[config.mk]
export PLATFORM = sky130hd
export DESIGN_NAME = spi_master_engine
export DESIGN_NICKNAME = d
export VERILOG_FILES = /design/src/rtl/spi_eng_pkg.sv /design/src/rtl/spi_eng_regs.sv /design/src/rtl/spi_eng_tick.sv /design/src/rtl/spi_eng_seq.sv /design/src/rtl/spi_master_engine.sv
export SDC_FILE = /design/constraint.sdc
export NUM_CORES = 1
export LEC_CHECK = 0
export CAP_MARGIN = 20
export CORE_MARGIN = 2
export CORE_UTILIZATION = 30
export DETAILED_ROUTE_END_ITERATION = 7
export PLACE_DENSITY_LB_ADDON = 0.15
export SLEW_MARGIN = 20
export SYNTH_ARGS = -nofsm -noshare
export SYNTH_HDL_FRONTEND = slang
export SYNTH_HIERARCHICAL = 1
export SYNTH_SLANG_ARGS = --single-unit
[constraint.sdc]
create_clock -name clk -period 12.2 [get_ports clk]
set_input_delay 2.44 -clock clk [delete_from_list [all_inputs] [get_ports clk]]
set_output_delay 2.44 -clock clk [all_outputs]
set_load 0.03 [all_outputs]
[src/rtl/spi_eng_pkg.sv]
package spi_eng_pkg;

    typedef enum logic [1:0] {
        XM_DUPLEX = 2'b00,
        XM_SEND   = 2'b01,
        XM_RECV   = 2'b10,
        XM_RSVD   = 2'b11
    } xfer_mode_e;

    typedef enum logic [1:0] {
        ST_IDLE,
        ST_SETUP,
        ST_SHIFT,
        ST_HOLD
    } seq_state_e;

    // control word layout, MSB first: loop[8] cpol[7] cpha[6] mode[5:4] size_m1[3:0]
    typedef struct packed {
        logic       loop;
        logic       cpol;
        logic       cpha;
        xfer_mode_e mode;
        logic [3:0] size_m1;
    } eng_cfg_t;

    localparam int REG_W     = 16;
    localparam int ADDR_W    = 3;
    localparam int ADDR_CTRL = 0;
    localparam int ADDR_DIV  = 1;
    localparam int ADDR_EN   = 2;
    localparam int ADDR_SEL  = 3;
    localparam int ADDR_CNT  = 4;

endpackage

[src/rtl/spi_eng_regs.sv]
module spi_eng_regs
    import spi_eng_pkg::*;
#(
    parameter int DIV_W = 16,
    parameter int NCS   = 4,
    parameter int CNT_W = 8
) (
    input  logic              clk,
    input  logic              rst_n,
    input  logic              we,
    input  logic [ADDR_W-1:0] addr,
    input  logic [REG_W-1:0]  wdata,
    output eng_cfg_t          cfg,
    output logic [DIV_W-1:0]  div,
    output logic              en,
    output logic [NCS-1:0]    mask,
    output logic [CNT_W-1:0]  count
);
    typedef struct packed {
        eng_cfg_t         cfg;
        logic [DIV_W-1:0] div;
        logic             en;
        logic [NCS-1:0]   mask;
        logic [CNT_W-1:0] count;
    } regs_t;

    regs_t r_d, r_q;

    always_comb begin
        r_d = r_q;
        if (we) begin
            case (int'(addr))
                ADDR_CTRL: if (!r_q.en) r_d.cfg = eng_cfg_t'(wdata[8:0]);
                ADDR_DIV:  if (!r_q.en) r_d.div = {wdata[DIV_W-1:1], 1'b0};
                ADDR_EN:   r_d.en = wdata[0];
                ADDR_SEL:  if (!r_q.en) r_d.mask = wdata[NCS-1:0];
                ADDR_CNT:  if (!r_q.en) r_d.count = wdata[CNT_W-1:0];
                default:   ;
            endcase
        end
    end

    always_ff @(posedge clk or negedge rst_n) begin
        if (!rst_n) r_q <= '0;
        else        r_q <= r_d;
    end

    assign cfg   = r_q.cfg;
    assign div   = r_q.div;
    assign en    = r_q.en;
    assign mask  = r_q.mask;
    assign count = r_q.count;
endmodule

[src/rtl/spi_eng_tick.sv]
module spi_eng_tick #(
    parameter int DIV_W = 16
) (
    input  logic             clk,
    input  logic             rst_n,
    input  logic             run,
    input  logic [DIV_W-1:0] div,
    output logic             tick
);
    localparam int HALF_W = DIV_W - 1;
    localparam logic [HALF_W-1:0] ONE = HALF_W'(1);

    logic [HALF_W-1:0] half;
    logic [HALF_W-1:0] cnt_d, cnt_q;

    always_comb begin
        half  = div[DIV_W-1:1];
        tick  = run && (half != '0) && ((cnt_q + ONE) == half);
        cnt_d = (!run || tick) ? '0 : cnt_q + ONE;
    end

    always_ff @(posedge clk or negedge rst_n) begin
        if (!rst_n) cnt_q <= '0;
        else        cnt_q <= cnt_d;
    end
endmodule

[src/rtl/spi_eng_seq.sv]
module spi_eng_seq
    import spi_eng_pkg::*;
#(
    parameter int W     = 16,
    parameter int NCS   = 4,
    parameter int CNT_W = 8
) (
    input  logic             clk,
    input  logic             rst_n,
    input  logic             en,
    input  eng_cfg_t         cfg,
    input  logic             div_nz,
    input  logic [NCS-1:0]   mask,
    input  logic [CNT_W-1:0] count,
    input  logic             tick,
    input  logic             tx_valid,
    input  logic [W-1:0]     tx_data,
    output logic             tx_ready,
    output logic             rx_valid,
    output logic [W-1:0]     rx_data,
    output logic             sclk,
    output logic             mosi,
    input  logic             miso,
    output logic [NCS-1:0]   ss_n,
    output logic             run
);
    localparam int HW = W / 2;
    localparam int EW = $clog2(2 * W);

    typedef struct packed {
        seq_state_e       st;
        logic             ph;
        logic [W-1:0]     txsr;
        logic [W-1:0]     rxsr;
        logic [EW-1:0]    ecnt;
        logic [CNT_W-1:0] left;
        logic             en_prev;
        logic             rxv;
        logic [W-1:0]     rxd;
    } seq_t;

    seq_t s_d, s_q;

    logic             wide, txbit, rin, want, can_go, edge_go, lead, samp, load;
    logic [EW-1:0]    e, last_e;
    logic [W-1:0]     nrx;
    logic [CNT_W-1:0] left_eff;

    assign wide   = (cfg.size_m1 == 4'(W - 1));
    assign last_e = wide ? EW'(2 * W - 1) : EW'(2 * HW - 1);
    assign txbit  = wide ? s_q.txsr[W-1] : s_q.txsr[HW-1];
    assign mosi   = (s_q.st != ST_IDLE) && txbit;
    assign rin    = cfg.loop ? mosi : miso;

    always_comb begin
        s_d         = s_q;
        s_d.rxv     = 1'b0;
        s_d.en_prev = en;
        tx_ready    = 1'b0;
        load        = 1'b0;
        left_eff    = (en && !s_q.en_prev) ? count : s_q.left;
        s_d.left    = left_eff;

        case (cfg.mode)
            XM_DUPLEX, XM_SEND: want = tx_valid;
            XM_RECV:            want = (left_eff != '0);
            default:            want = 1'b0;
        endcase
        can_go  = en && div_nz && want;
        edge_go = tick && ((s_q.st == ST_SETUP) || (s_q.st == ST_SHIFT));
        e       = (s_q.st == ST_SETUP) ? '0 : s_q.ecnt;
        lead    = ~e[0];
        samp    = cfg.cpha ? ~lead : lead;
        nrx     = samp ? {s_q.rxsr[W-2:0], rin} : s_q.rxsr;

        case (s_q.st)
            ST_IDLE: if (can_go) begin
                load     = 1'b1;
                s_d.st   = ST_SETUP;
            end
            ST_SETUP: if (tick) begin
                s_d.st   = ST_SHIFT;
                s_d.ecnt = EW'(1);
            end
            ST_SHIFT: if (tick) begin
                if (e == last_e) s_d.st   = ST_HOLD;
                else             s_d.ecnt = e + EW'(1);
            end
            default: if (tick) begin
                if (can_go) begin
                    load   = 1'b1;
                    s_d.st = ST_SETUP;
                end else begin
                    s_d.st = ST_IDLE;
                end
            end
        endcase

        if (edge_go) begin
            s_d.ph = ~s_q.ph;
            if (samp)                      s_d.rxsr = nrx;
            else if (!(cfg.cpha && e == '0)) s_d.txsr = {s_q.txsr[W-2:0], 1'b0};
            if (e == last_e && cfg.mode != XM_SEND) begin
                s_d.rxv = 1'b1;
                s_d.rxd = wide ? nrx : {{(W - HW){1'b0}}, nrx[HW-1:0]};
            end
        end

        if (load) begin
            tx_ready = (cfg.mode != XM_RECV);
            s_d.txsr = (cfg.mode == XM_RECV) ? '0 : tx_data;
            if (cfg.mode == XM_RECV) s_d.left = left_eff - CNT_W'(1);
        end

        if (!en) begin
            s_d.st  = ST_IDLE;
            s_d.ph  = 1'b0;
            s_d.rxv = 1'b0;
        end
    end

    always_ff @(posedge clk or negedge rst_n) begin
        if (!rst_n) s_q <= '{st: ST_IDLE, default: '0};
        else        s_q <= s_d;
    end

    assign run      = (s_q.st != ST_IDLE);
    assign ss_n     = run ? ~mask : '1;
    assign sclk     = cfg.cpol ^ s_q.ph;
    assign rx_valid = s_q.rxv;
    assign rx_data  = s_q.rxd;
endmodule

[src/rtl/spi_master_engine.sv]
module spi_master_engine
    import spi_eng_pkg::*;
#(
    parameter int NCS     = 4,
    parameter int FRAME_W = 16,
    parameter int DIV_W   = 16,
    parameter int CNT_W   = 8
) (
    input  logic               clk,
    input  logic               rst_n,
    input  logic               cfg_we,
    input  logic [2:0]         cfg_addr,
    input  logic [15:0]        cfg_wdata,
    input  logic               tx_valid,
    input  logic [FRAME_W-1:0] tx_data,
    output logic               tx_ready,
    output logic               rx_valid,
    output logic [FRAME_W-1:0] rx_data,
    output logic               sclk,
    output logic               mosi,
    input  logic               miso,
    output logic [NCS-1:0]     ss_n
);
    eng_cfg_t         cfg_w;
    logic [DIV_W-1:0] div_w;
    logic             en_w;
    logic [NCS-1:0]   mask_w;
    logic [CNT_W-1:0] cnt_w;
    logic             tick_w, run_w;

    spi_eng_regs #(.DIV_W(DIV_W), .NCS(NCS), .CNT_W(CNT_W)) u_regs (
        .clk(clk), .rst_n(rst_n), .we(cfg_we), .addr(cfg_addr), .wdata(cfg_wdata),
        .cfg(cfg_w), .div(div_w), .en(en_w), .mask(mask_w), .count(cnt_w)
    );

    spi_eng_tick #(.DIV_W(DIV_W)) u_tick (
        .clk(clk), .rst_n(rst_n), .run(run_w), .div(div_w), .tick(tick_w)
    );

    spi_eng_seq #(.W(FRAME_W), .NCS(NCS), .CNT_W(CNT_W)) u_seq (
        .clk(clk), .rst_n(rst_n), .en(en_w), .cfg(cfg_w), .div_nz(div_w != '0),
        .mask(mask_w), .count(cnt_w), .tick(tick_w),
        .tx_valid(tx_valid), .tx_data(tx_data), .tx_ready(tx_ready),
        .rx_valid(rx_valid), .rx_data(rx_data),
        .sclk(sclk), .mosi(mosi), .miso(miso), .ss_n(ss_n), .run(run_w)
    );
endmodule

==> impl_metrics.json, run 1 <==
{
  "worstSetupStartpointType": "flop",
  "hold_viol": 0,
  "synthFlopType": "dfrtp_1",
  "r2r_setup_slack_ns": 7.66,
  "synth_seq_cells": 118,
  "powerDensity_mw_per_mm2": 176,
  "wire_per_inst_um": 15.7,
  "syn_inst": 567,
  "io_buffers": 63,
  "drtAntennaViolNets": 0,
  "ys_seq_area_share_pct": 46.5,
  "async_reset_ff_share_pct": 100,
  "clkLatencyLatePin_ns": 0.42,
  "placed_area_mm2": 0.00709,
  "drt_iter0_markers": 216,
  "hold_ws_ns": 0.472,
  "synth_cell_types": 66,
  "final_area_mm2": 0.00771,
  "gp_congestion": 0.828,
  "grt_use_total_pct": 13.6,
  "period_minus_slack_ns": 7.36,
  "grt_max_degree": 70,
  "clock_sink_count": 118,
  "grt_pass1_wl_um": 23600,
  "finalCritPeriodShare_pct": 60.3,
  "switching_share_pct": 30.3,
  "comb_power_share_pct": 22.5,
  "rows": 53,
  "cts-root-buf": "clkbuf_16",
  "num_io_pins": 64,
  "cts_resized": 0,
  "crit_path_end_kind": "output pin",
  "mostFrequentLayoutCells": "118 x dfrtp_1, 62 x clkdlybuf4s50_1, 59 x nand2_1",
  "critPathRequiredTime_ns": 9.76,
  "reg2reg_from": "u_tick/cnt_q[0]",
  "tns_ns": 0,
  "fillCellCount": 2063,
  "viasPerCell": 4.82,
  "fmax_ghz": 0.136,
  "nets": 662,
  "ff2ff_path_depth": 13,
  "status": "complete, no violations",
  "htreeDepth": 4,
  "max_slew.worst_pin.slew_ns": 1.03,
  "fin_total_pwr_mw": 1.36,
  "setup_viol": 0,
  "hp-class": "flop to flop",
  "worst-path-max-fanout": 18,
  "r2r_end": "u_seq/s_q[21]",
  "start_util_pct": 30.4,
  "fin_util_pct": 36.9,
  "internal_power_mw": 0.948,
  "n_antenna_cell": 0,
  "clock_power_share_pct": 38.8,
  "grt_pass1_vias": 4406,
  "finClkSkew_ns": 0.0108,
  "hold_path_depth": 2,
  "drt-total-wl_um": 14200,
  "power.share.sequential_pct": 38.7,
  "postCtsHoldBufs": 0,
  "relSlewSlack_pct": 31.3,
  "avgSynthCellArea_um2": 11.2,
  "dr.pass1.iters": 4,
  "antenna_found_initial": 0,
  "die-width_um": 149,
  "core_mm2": 0.0209,
  "die_area_mm2": 0.0223,
  "leakage_nw": 3.37,
  "numCtsBuffers": 17,
  "crit_type": "flop to output pin",
  "route.detailed.drc": 0,
  "hold_end": "u_seq/rx_data[10]",
  "rsz0062_at_grt": "no",
  "die_y_um": 149,
  "hp-start": "u_seq/rx_data[10]",
  "clkSlewWorstSetupHoldPaths_ns": 0.06,
  "globalRouteOverflowTotal": 0,
  "syn_nets": 616,
  "syn_area_mm2": 0.00634,
  "drive_gt1_share_pct": 18.5,
  "synth-edff-count": 0,
  "syn2layout_area_growth_pct": 21.6,
  "slew_violations": 0,
  "yosysWarnings": 6,
  "cts_tree": "built",
  "dpl.hpwl_um": 9780,
  "cp.arrival_ns": 4.92,
  "switching_power_mw": 0.412,
  "post_cts_buffers": 0,
  "route.vias.total": 4346,
  "ir_drop_mv": 0.0971,
  "cap_violations": 0,
  "clockBufferDepth": 2,
  "final_common_cell": "dfrtp_1"
}
[how the worst max path moves through the flow]
stage,startpoint,to,slack [ns],cells after the start
2_1_floorplan,u_tick/cnt_q[0],tx_ready,6.06,13
3_3_place_gp,u_tick/cnt_q[0],tx_ready,5.46,12
3_5_place_dp,u_tick/cnt_q[0],tx_ready,5.36,12
4_1_cts,u_tick/cnt_q[0],tx_ready,4.88,12
5_1_grt,u_tick/cnt_q[0],tx_ready,4.50,12
6_report,u_tick/cnt_q[0],tx_ready,4.84,12
[stage by stage]
stage	std cells	setup slack (ns)
final	901	4.84
after global routing	901	4.50
after CTS	901	4.88
after detailed placement	869	5.36
after global placement	869	5.46
after floorplan	567	6.06
[critical path, cell delays in order (launching register included)]
cell and delay (ns):
dfrtp_1 0.46, ha_1 0.29, nand3_2 0.25, nor4_4 0.38, o221a_2 0.26, nand4_2 0.10
a2111oi_4 0.88, and2_1 0.42, mux2_2 0.24, nand3_1 0.14, nor2_1 0.15, buf_4 0.22
clkdlybuf4s50_1 0.70
[flip-flops by register name, indices dropped and copies added, names as in the netlist]
name	flops
u_seq/rx_valid	1
u_regs/mask	4
u_regs/count	8
u_regs/en	1
u_seq/s_q	49
u_seq/rx_data	16
u_tick/cnt_q	15
u_regs/div	15
u_regs/cfg	9
[layout make-up]
cell class                      count  area (µm²)  share of cell area, %
Multi-Input combinational cell    395        3080                   40.0
Sequential cell                   118        2950                   38.3
Timing Repair Buffer               66         651                   8.44
Clock buffer                       21         480                   6.23
Tap cell                          275         344                   4.46
Clock inverter                     11         146                   1.90
Inverter                           15        56.3                  0.730
[kinds of logic after synthesis]
kind of cell / synth area share (%)
AOI/OAI and AO/OA: 10.0
DFF: 46.5
and+or+nand+nor: 13.8
xor gates and xnor gates: 5.56
other: 0.0591
adders and majority gates: 1.78
muxes: 17.3
buffers and inverters: 4.95
[cell usage after synthesis, types with 3 or more instances]
master      n  area [µm²]
dfrtp_1   118        2950
nand2_1    59         221
mux2_2     45         507
mux2i_1    41         410
o21ai_0    33         165
nor2_1     24        90.1
xnor2_1    22         193
buf_4      17         128
a211oi_1   16         120
inv_1      15        56.3
nor3_1     12        60.1
mux2_4     11         165
nand3_1    10        50.1
xor2_1     10        87.6
clkbuf_1    9        33.8
ha_1        9         113
nor4_1      8        50.1
o31ai_1     8        60.1
a21oi_1     7        35.0
buf_2       6        30.0
nand2b_1    6        37.5
nand4_1     6        37.5
and3_1      5        31.3
buf_6       5        56.3
nor2b_1     5        31.3
a21o_1      3        22.5
nand2_2     3        18.8
nor4_2      3        37.5
o211ai_1    3        22.5
[power by group through the flow]
stage          Clock [mW]  Combinational, mW  Sequential [mW]
2_1_floorplan           0              0.232            0.511
3_3_place_gp            0              0.304            0.530
3_5_place_dp            0              0.308            0.534
4_1_cts             0.541              0.310            0.527
5_1_grt             0.561              0.340            0.538
6_report            0.528              0.306            0.527
[routing by layer]
layer	GRT usage [%]	vias to the layer above	wire length, µm
met5	0	-	0
met4	5.24	0	246
met3	3.20	21	459
met2	22.1	69	6970
met1	17.7	2140	6490
li1	-	2116	-
Note: power is estimated with default switching activity, not from simulation.
==> inputs of run 2 (changes only) <==
Clock period 12.2 ns to 7.7 ns, I/O delays scaled along.
==> run 2 against run 1 <==
Critical path depth is the same. Count of clock-buffer cells in the layout shrank 3. Register-to-register slack lost 3.8 ns. Non-clock buffer count grew 1. Die area is the same. Via count shrank 0.14%. Clock skew shrank 0.0028 ns. Global-route usage shrank 0.26 points. Wire length shrank 0.42%. Final area shrank 0.11%. Total power grew 57%. Largest power group is now sequential cells.
==> impl_metrics.json, run 2 (synthesis gave the netlist of run 1 again) <==
{
  "rows": 53,
  "core_mm2": 0.0209,
  "clkLatencyLatePin_ns": 0.41,
  "crit_type": "flop to output pin",
  "largest_reg_flops": 49,
  "regMostFlops": "u_seq/s_q",
  "gp_congestion": 0.845,
  "hp-start": "u_seq/rx_data[13]",
  "mostFrequentLayoutCells": "118 x dfrtp_1, 62 x clkdlybuf4s50_1, 59 x nand2_1",
  "htreeDepth": 4,
  "io_buffers": 63,
  "post_cts_buffers": 0,
  "ir_drop_mv": 0.139,
  "dpl.hpwl_um": 9930,
  "viasPerCell": 4.81,
  "antenna_found_initial": 0,
  "hp-class": "flop to flop",
  "num_io_pins": 64,
  "r2r_setup_slack_ns": 3.82,
  "hold_end": "u_seq/rx_data[13]",
  "numCtsBuffers": 17,
  "n_antenna_cell": 0,
  "clock_power_share_pct": 38.1,
  "fin_ws_ns": 1.88,
  "route.detailed.drc": 0,
  "leakage_nw": 3.39,
  "drt-total-wl_um": 14100,
  "setup_viol": 0,
  "die_y_um": 149,
  "tns_ns": 0,
  "die-width_um": 149,
  "max_slew.worst_pin.slew_ns": 1.01,
  "clock_sink_count": 118,
  "relSlewSlack_pct": 32.8,
  "status": "complete, no violations",
  "powerDensity_mw_per_mm2": 277,
  "cts-root-buf": "clkbuf_16",
  "wire_per_inst_um": 15.6,
  "period_minus_slack_ns": 5.82,
  "clockBufferDepth": 2,
  "cts_resized": 0,
  "syn2layout_area_growth_pct": 21.4,
  "globalRouteOverflowTotal": 0,
  "slew_violations": 0,
  "preCtsSetupSlack_ns": 2.30,
  "power.share.sequential_pct": 39.0,
  "worstSetupStartpointType": "flop",
  "rsz0062_at_grt": "no",
  "crit_path_end_kind": "output pin",
  "cts_tree": "built",
  "dr.pass1.iters": 4,
  "finClkSkew_ns": 0.00797,
  "hold_ws_ns": 0.479,
  "drive_gt1_share_pct": 18.7,
  "clkSlewWorstSetupHoldPaths_ns": 0.06,
  "r2r_end": "u_seq/s_q[21]",
  "final_cells": 902,
  "die_area_mm2": 0.0223,
  "switching_power_mw": 0.654,
  "finalCritPeriodShare_pct": 75.6,
  "nets": 663,
  "critPathRequiredTime_ns": 6.16,
  "route.vias.total": 4340,
  "cap_violations": 0,
  "grt_pass1_wl_um": 23100,
  "drtAntennaViolNets": 0,
  "hold_path_depth": 2,
  "hold_viol": 0,
  "fmax_ghz": 0.172,
  "ff2ff_path_depth": 13,
  "internal_power_mw": 1.48,
  "fillCellCount": 2036,
  "worst-path-max-fanout": 18,
  "reg2reg_from": "u_tick/cnt_q[0]",
  "dp_cells": 870,
  "drt_iter0_markers": 215,
  "cp.arrival_ns": 4.28,
  "grt_max_degree": 67,
  "final_common_cell": "dfrtp_1",
  "start_util_pct": 30.4,
  "comb_power_share_pct": 22.9,
  "postCtsHoldBufs": 0,
  "grt_pass1_vias": 4302,
  "grt_use_total_pct": 13.4,
  "switching_share_pct": 30.6
}
==> run 2: cell count changes in the layout (fill, tap and decap cells not counted) <==
cell / before / now
clkinvlp_4: 5 / 0
clkbuf_8: 4 / 1
clkinv_4: 0 / 3
inv_6: 1 / 4
clkinv_2: 2 / 4
buf_4: 4 / 5
==> run 2: final cells by class <==
type / count / area [µm²] / area share (%)
Inverter: 15 / 56.3 / 0.731
Tap cell: 275 / 344 / 4.47
Clock inverter: 14 / 171 / 2.23
Sequential cell: 118 / 2950 / 38.3
Clock buffer: 18 / 439 / 5.70
Multi-Input combinational cell: 395 / 3080 / 40.0
Timing Repair Buffer: 67 / 658 / 8.54
==> run 2: power groups by stage <==
stage / Combinational [mW] / Clock, mW / Sequential [mW]
4_1_cts: 0.495 / 0.840 / 0.835
3_5_place_dp: 0.492 / 0 / 0.846
3_3_place_gp: 0.480 / 0 / 0.841
6_report: 0.488 / 0.813 / 0.833
5_1_grt: 0.542 / 0.868 / 0.853
2_1_floorplan: 0.368 / 0 / 0.810
==> run 2: stage by stage <==
| stage | instance area, µm² | total power [mW] | util, % |
|---|---|---|---|
| after floorplan | 6340 | 1.18 | - |
| after global routing | 7700 | 2.26 | 36.9 |
| after global placement | 7090 | 1.32 | 33.9 |
| after detailed placement | 7090 | 1.34 | 34.0 |
| after CTS | 7700 | 2.17 | 36.9 |
| final | 7700 | 2.13 | 36.9 |
==> run 2: worst max path at each step <==
stage               startpoint       end  slack (ns)  cells after the start
2_1_floorplan  u_tick/cnt_q[0]  tx_ready        2.46                     13
3_3_place_gp   u_tick/cnt_q[0]  tx_ready        2.41                     12
3_5_place_dp   u_tick/cnt_q[0]  tx_ready        2.30                     12
4_1_cts        u_tick/cnt_q[0]  tx_ready        1.84                     12
5_1_grt        u_tick/cnt_q[0]  tx_ready        1.50                     12
6_report       u_tick/cnt_q[0]  tx_ready        1.88                     12
==> run 2: worst max-delay path, cell delays in order (launching register included) <==
cell and delay, ns:
dfrtp_1 0.45, ha_1 0.29, nand3_2 0.24, nor4_2 0.42, xnor2_1 0.19, o221ai_1 0.20
a2111oi_4 0.24, and2_1 0.38, mux2_2 0.24, nand3_1 0.15, nor2_1 0.15, buf_4 0.22
clkdlybuf4s50_1 0.71
==> run 2: metal layers <==
metal	global-route usage, %	part of all wire [%]	wire length (µm)	up-vias
li1	-	-	-	2113
met4	5.14	1.6	229	0
met2	21.3	48	6810	72
met1	17.4	47	6600	2141
met3	3.51	3.3	466	14
met5	0	0	0	-
==> inputs of run 3 (changes only) <==
Clock period 7.7 ns to 6 ns, I/O delays scaled along.
==> run 3 against run 2 <==
Sequential power grew 28%. Global-route usage grew 0.66 points. Register-to-register slack got worse by 1.7 ns. Non-clock buffer count increased by 1. First-iteration DRC count fell by 13%. Final area decreased by 0.19%. Die area is the same. Combinational power grew 29%. Critical path depth is 1 lower.
==> impl_metrics.json, run 3 (synthesis gave the netlist of run 1 again) <==
{
  "dpl.hpwl_um": 10200,
  "hold_viol": 0,
  "postCtsHoldBufs": 0,
  "tns_ns": 0,
  "post_cts_buffers": 0,
  "rows": 53,
  "htreeDepth": 4,
  "dr.pass1.iters": 5,
  "drtAntennaViolNets": 0,
  "nets": 664,
  "start_util_pct": 30.4,
  "route.vias.total": 4363,
  "crit_family": "simple AND/OR/NAND/NOR gates",
  "r2r_end": "u_seq/s_q[21]",
  "cpMaxStageDelayCell": "clkdlybuf4s50_1",
  "largest_reg_flops": 49,
  "critPathRequiredTime_ns": 4.80,
  "max_slew.worst_pin.slew_ns": 1.06,
  "rsz0062_at_grt": "no",
  "antenna_found_initial": 0,
  "hold_end": "u_seq/rx_data[13]",
  "dp_cells": 871,
  "cts_tree": "built",
  "period_minus_slack_ns": 5.37,
  "die_area_mm2": 0.0223,
  "n_antenna_cell": 0,
  "critPathBufInv": 1,
  "die_y_um": 149,
  "relSlewSlack_pct": 29.1,
  "cts_resized": 0,
  "die-width_um": 149,
  "final_cells": 903,
  "wire_per_inst_um": 16.2,
  "cap_violations": 0,
  "viasPerCell": 4.83,
  "grt_use_total_pct": 14.0,
  "fmax_ghz": 0.186,
  "clkLatencyLatePin_ns": 0.42,
  "drt_iter0_markers": 186,
  "drt-total-wl_um": 14600,
  "finClkSkew_ns": 0.0112,
  "grt_max_degree": 49,
  "slew_violations": 0,
  "crit_type": "flop to output pin",
  "globalRouteOverflowTotal": 0,
  "final_common_cell": "dfrtp_1",
  "cp_cell_sequence": "ha_1 > nand3_2 > nor4_2 > xnor2_1 > o221ai_1 > a2111oi_4 > and2_1 > mux2_2 > nand3_1 > nor2_1 > clkdlybuf4s50_1",
  "max_stage_delay_ns": 0.73,
  "grt_pass1_wl_um": 24200,
  "ff2ff_path_depth": 13,
  "powerDensity_mw_per_mm2": 353,
  "reg2reg_from": "u_tick/cnt_q[0]",
  "regMostFlops": "u_seq/s_q",
  "grt_pass1_vias": 4476,
  "crit_path_end_kind": "output pin",
  "route.detailed.drc": 0,
  "syn2layout_area_growth_pct": 21.2,
  "mostFrequentLayoutCells": "118 x dfrtp_1, 62 x clkdlybuf4s50_1, 59 x nand2_1",
  "status": "complete, no violations",
  "core_mm2": 0.0209,
  "gp_congestion": 0.797,
  "ir_drop_mv": 0.184,
  "num_io_pins": 64,
  "setup_viol": 0,
  "hp-start": "u_seq/rx_data[13]",
  "finalCritPeriodShare_pct": 89.5,
  "clockBufferDepth": 2,
  "cp.arrival_ns": 4.17,
  "hp-class": "flop to flop",
  "io_buffers": 63,
  "hold_path_depth": 2,
  "cts-root-buf": "clkbuf_16",
  "fillCellCount": 2082,
  "numCtsBuffers": 17,
  "r2r_setup_slack_ns": 2.12,
  "worst-path-max-fanout": 9,
  "clock_sink_count": 118,
  "drive_gt1_share_pct": 18.8,
  "leakage_nw": 3.36,
  "clkSlewWorstSetupHoldPaths_ns": 0.06,
  "worstSetupStartpointType": "flop"
}
## run 3: cell count changes in the layout (fill, tap and decap cells not counted)
cell / change
clkinv_2: -1
buf_4: +1
clkinvlp_4: +4
clkinv_4: -1
inv_6: -1
bufinv_16: -1
## run 3: report_power, final
group | switching, mW | internal (mW) | leakage, nW | total, mW
logic | 0.337 | 0.293 | 1.55 | 0.630
clock network | 0.389 | 0.624 | 0.279 | 1.01
registers | 0.128 | 0.940 | 1.53 | 1.07
## run 3: layer usage
layer  vias to the layer above  global-route usage (%)  routed length (µm)
met5                         -                       0                   0
met4                         0                    5.24                 244
met3                        20                    3.11                 412
met2                        62                    23.0                7330
met1                      2168                    18.1                6600
li1                       2113                       -                   -
## run 3: per-stage QoR
| step | power, mW | util, % | worst slack, ns | cell area, µm² | hold WS (ns) |
|---|---|---|---|---|---|
| 6_report | 2.71 | 36.8 | 0.632 | 7690 | 0.475 |
| 5_1_grt | 2.88 | 36.8 | 0.343 | 7690 | 0.504 |
| 4_1_cts | 2.75 | 36.8 | 0.592 | 7680 | 0.479 |
| 3_5_place_dp | 1.72 | 34.0 | 1.05 | 7100 | 0.466 |
| 3_3_place_gp | 1.70 | 34.0 | 1.09 | 7100 | 0.462 |
| 2_1_floorplan | 1.51 | - | 1.10 | 6340 | 0.450 |
## run 3: layout make-up
| type | count | area [µm²] | area share (%) |
|---|---|---|---|
| clock inverter | 14 | 149 | 1.94 |
| tap | 275 | 344 | 4.48 |
| timing repair buffer | 68 | 666 | 8.66 |
| inverter | 15 | 56.3 | 0.732 |
| sequential | 118 | 2950 | 38.4 |
| multi-input combinational | 395 | 3080 | 40.1 |
| clock buffer | 18 | 439 | 5.71 |
## run 3: worst max path at each step
| stage | start | endpoint | slack (ns) | cells past startpoint |
|---|---|---|---|---|
| 2_1_floorplan | u_tick/cnt_q[0] | tx_ready | 1.10 | 13 |
| 3_5_place_dp | u_tick/cnt_q[0] | tx_ready | 1.05 | 11 |
| 6_report | u_tick/cnt_q[0] | tx_ready | 0.63 | 11 |
| 4_1_cts | u_tick/cnt_q[0] | tx_ready | 0.59 | 11 |
| 5_1_grt | u_tick/cnt_q[0] | tx_ready | 0.34 | 11 |
| 3_3_place_gp | u_tick/cnt_q[0] | tx_ready | 1.09 | 11 |
## run 3: worst register-to-register path: cells and delay by family (launching register included)
family | cells | cell delay (ns)
XOR/XNOR | 2 | 0.32
multiplexers | 2 | 0.51
AND/OR/NAND/NOR | 5 | 1.38
flip-flops | 1 | 0.45
AO/OA/AOI/OAI | 3 | 0.83
adder cells (fa/ha/maj) | 1 | 0.28
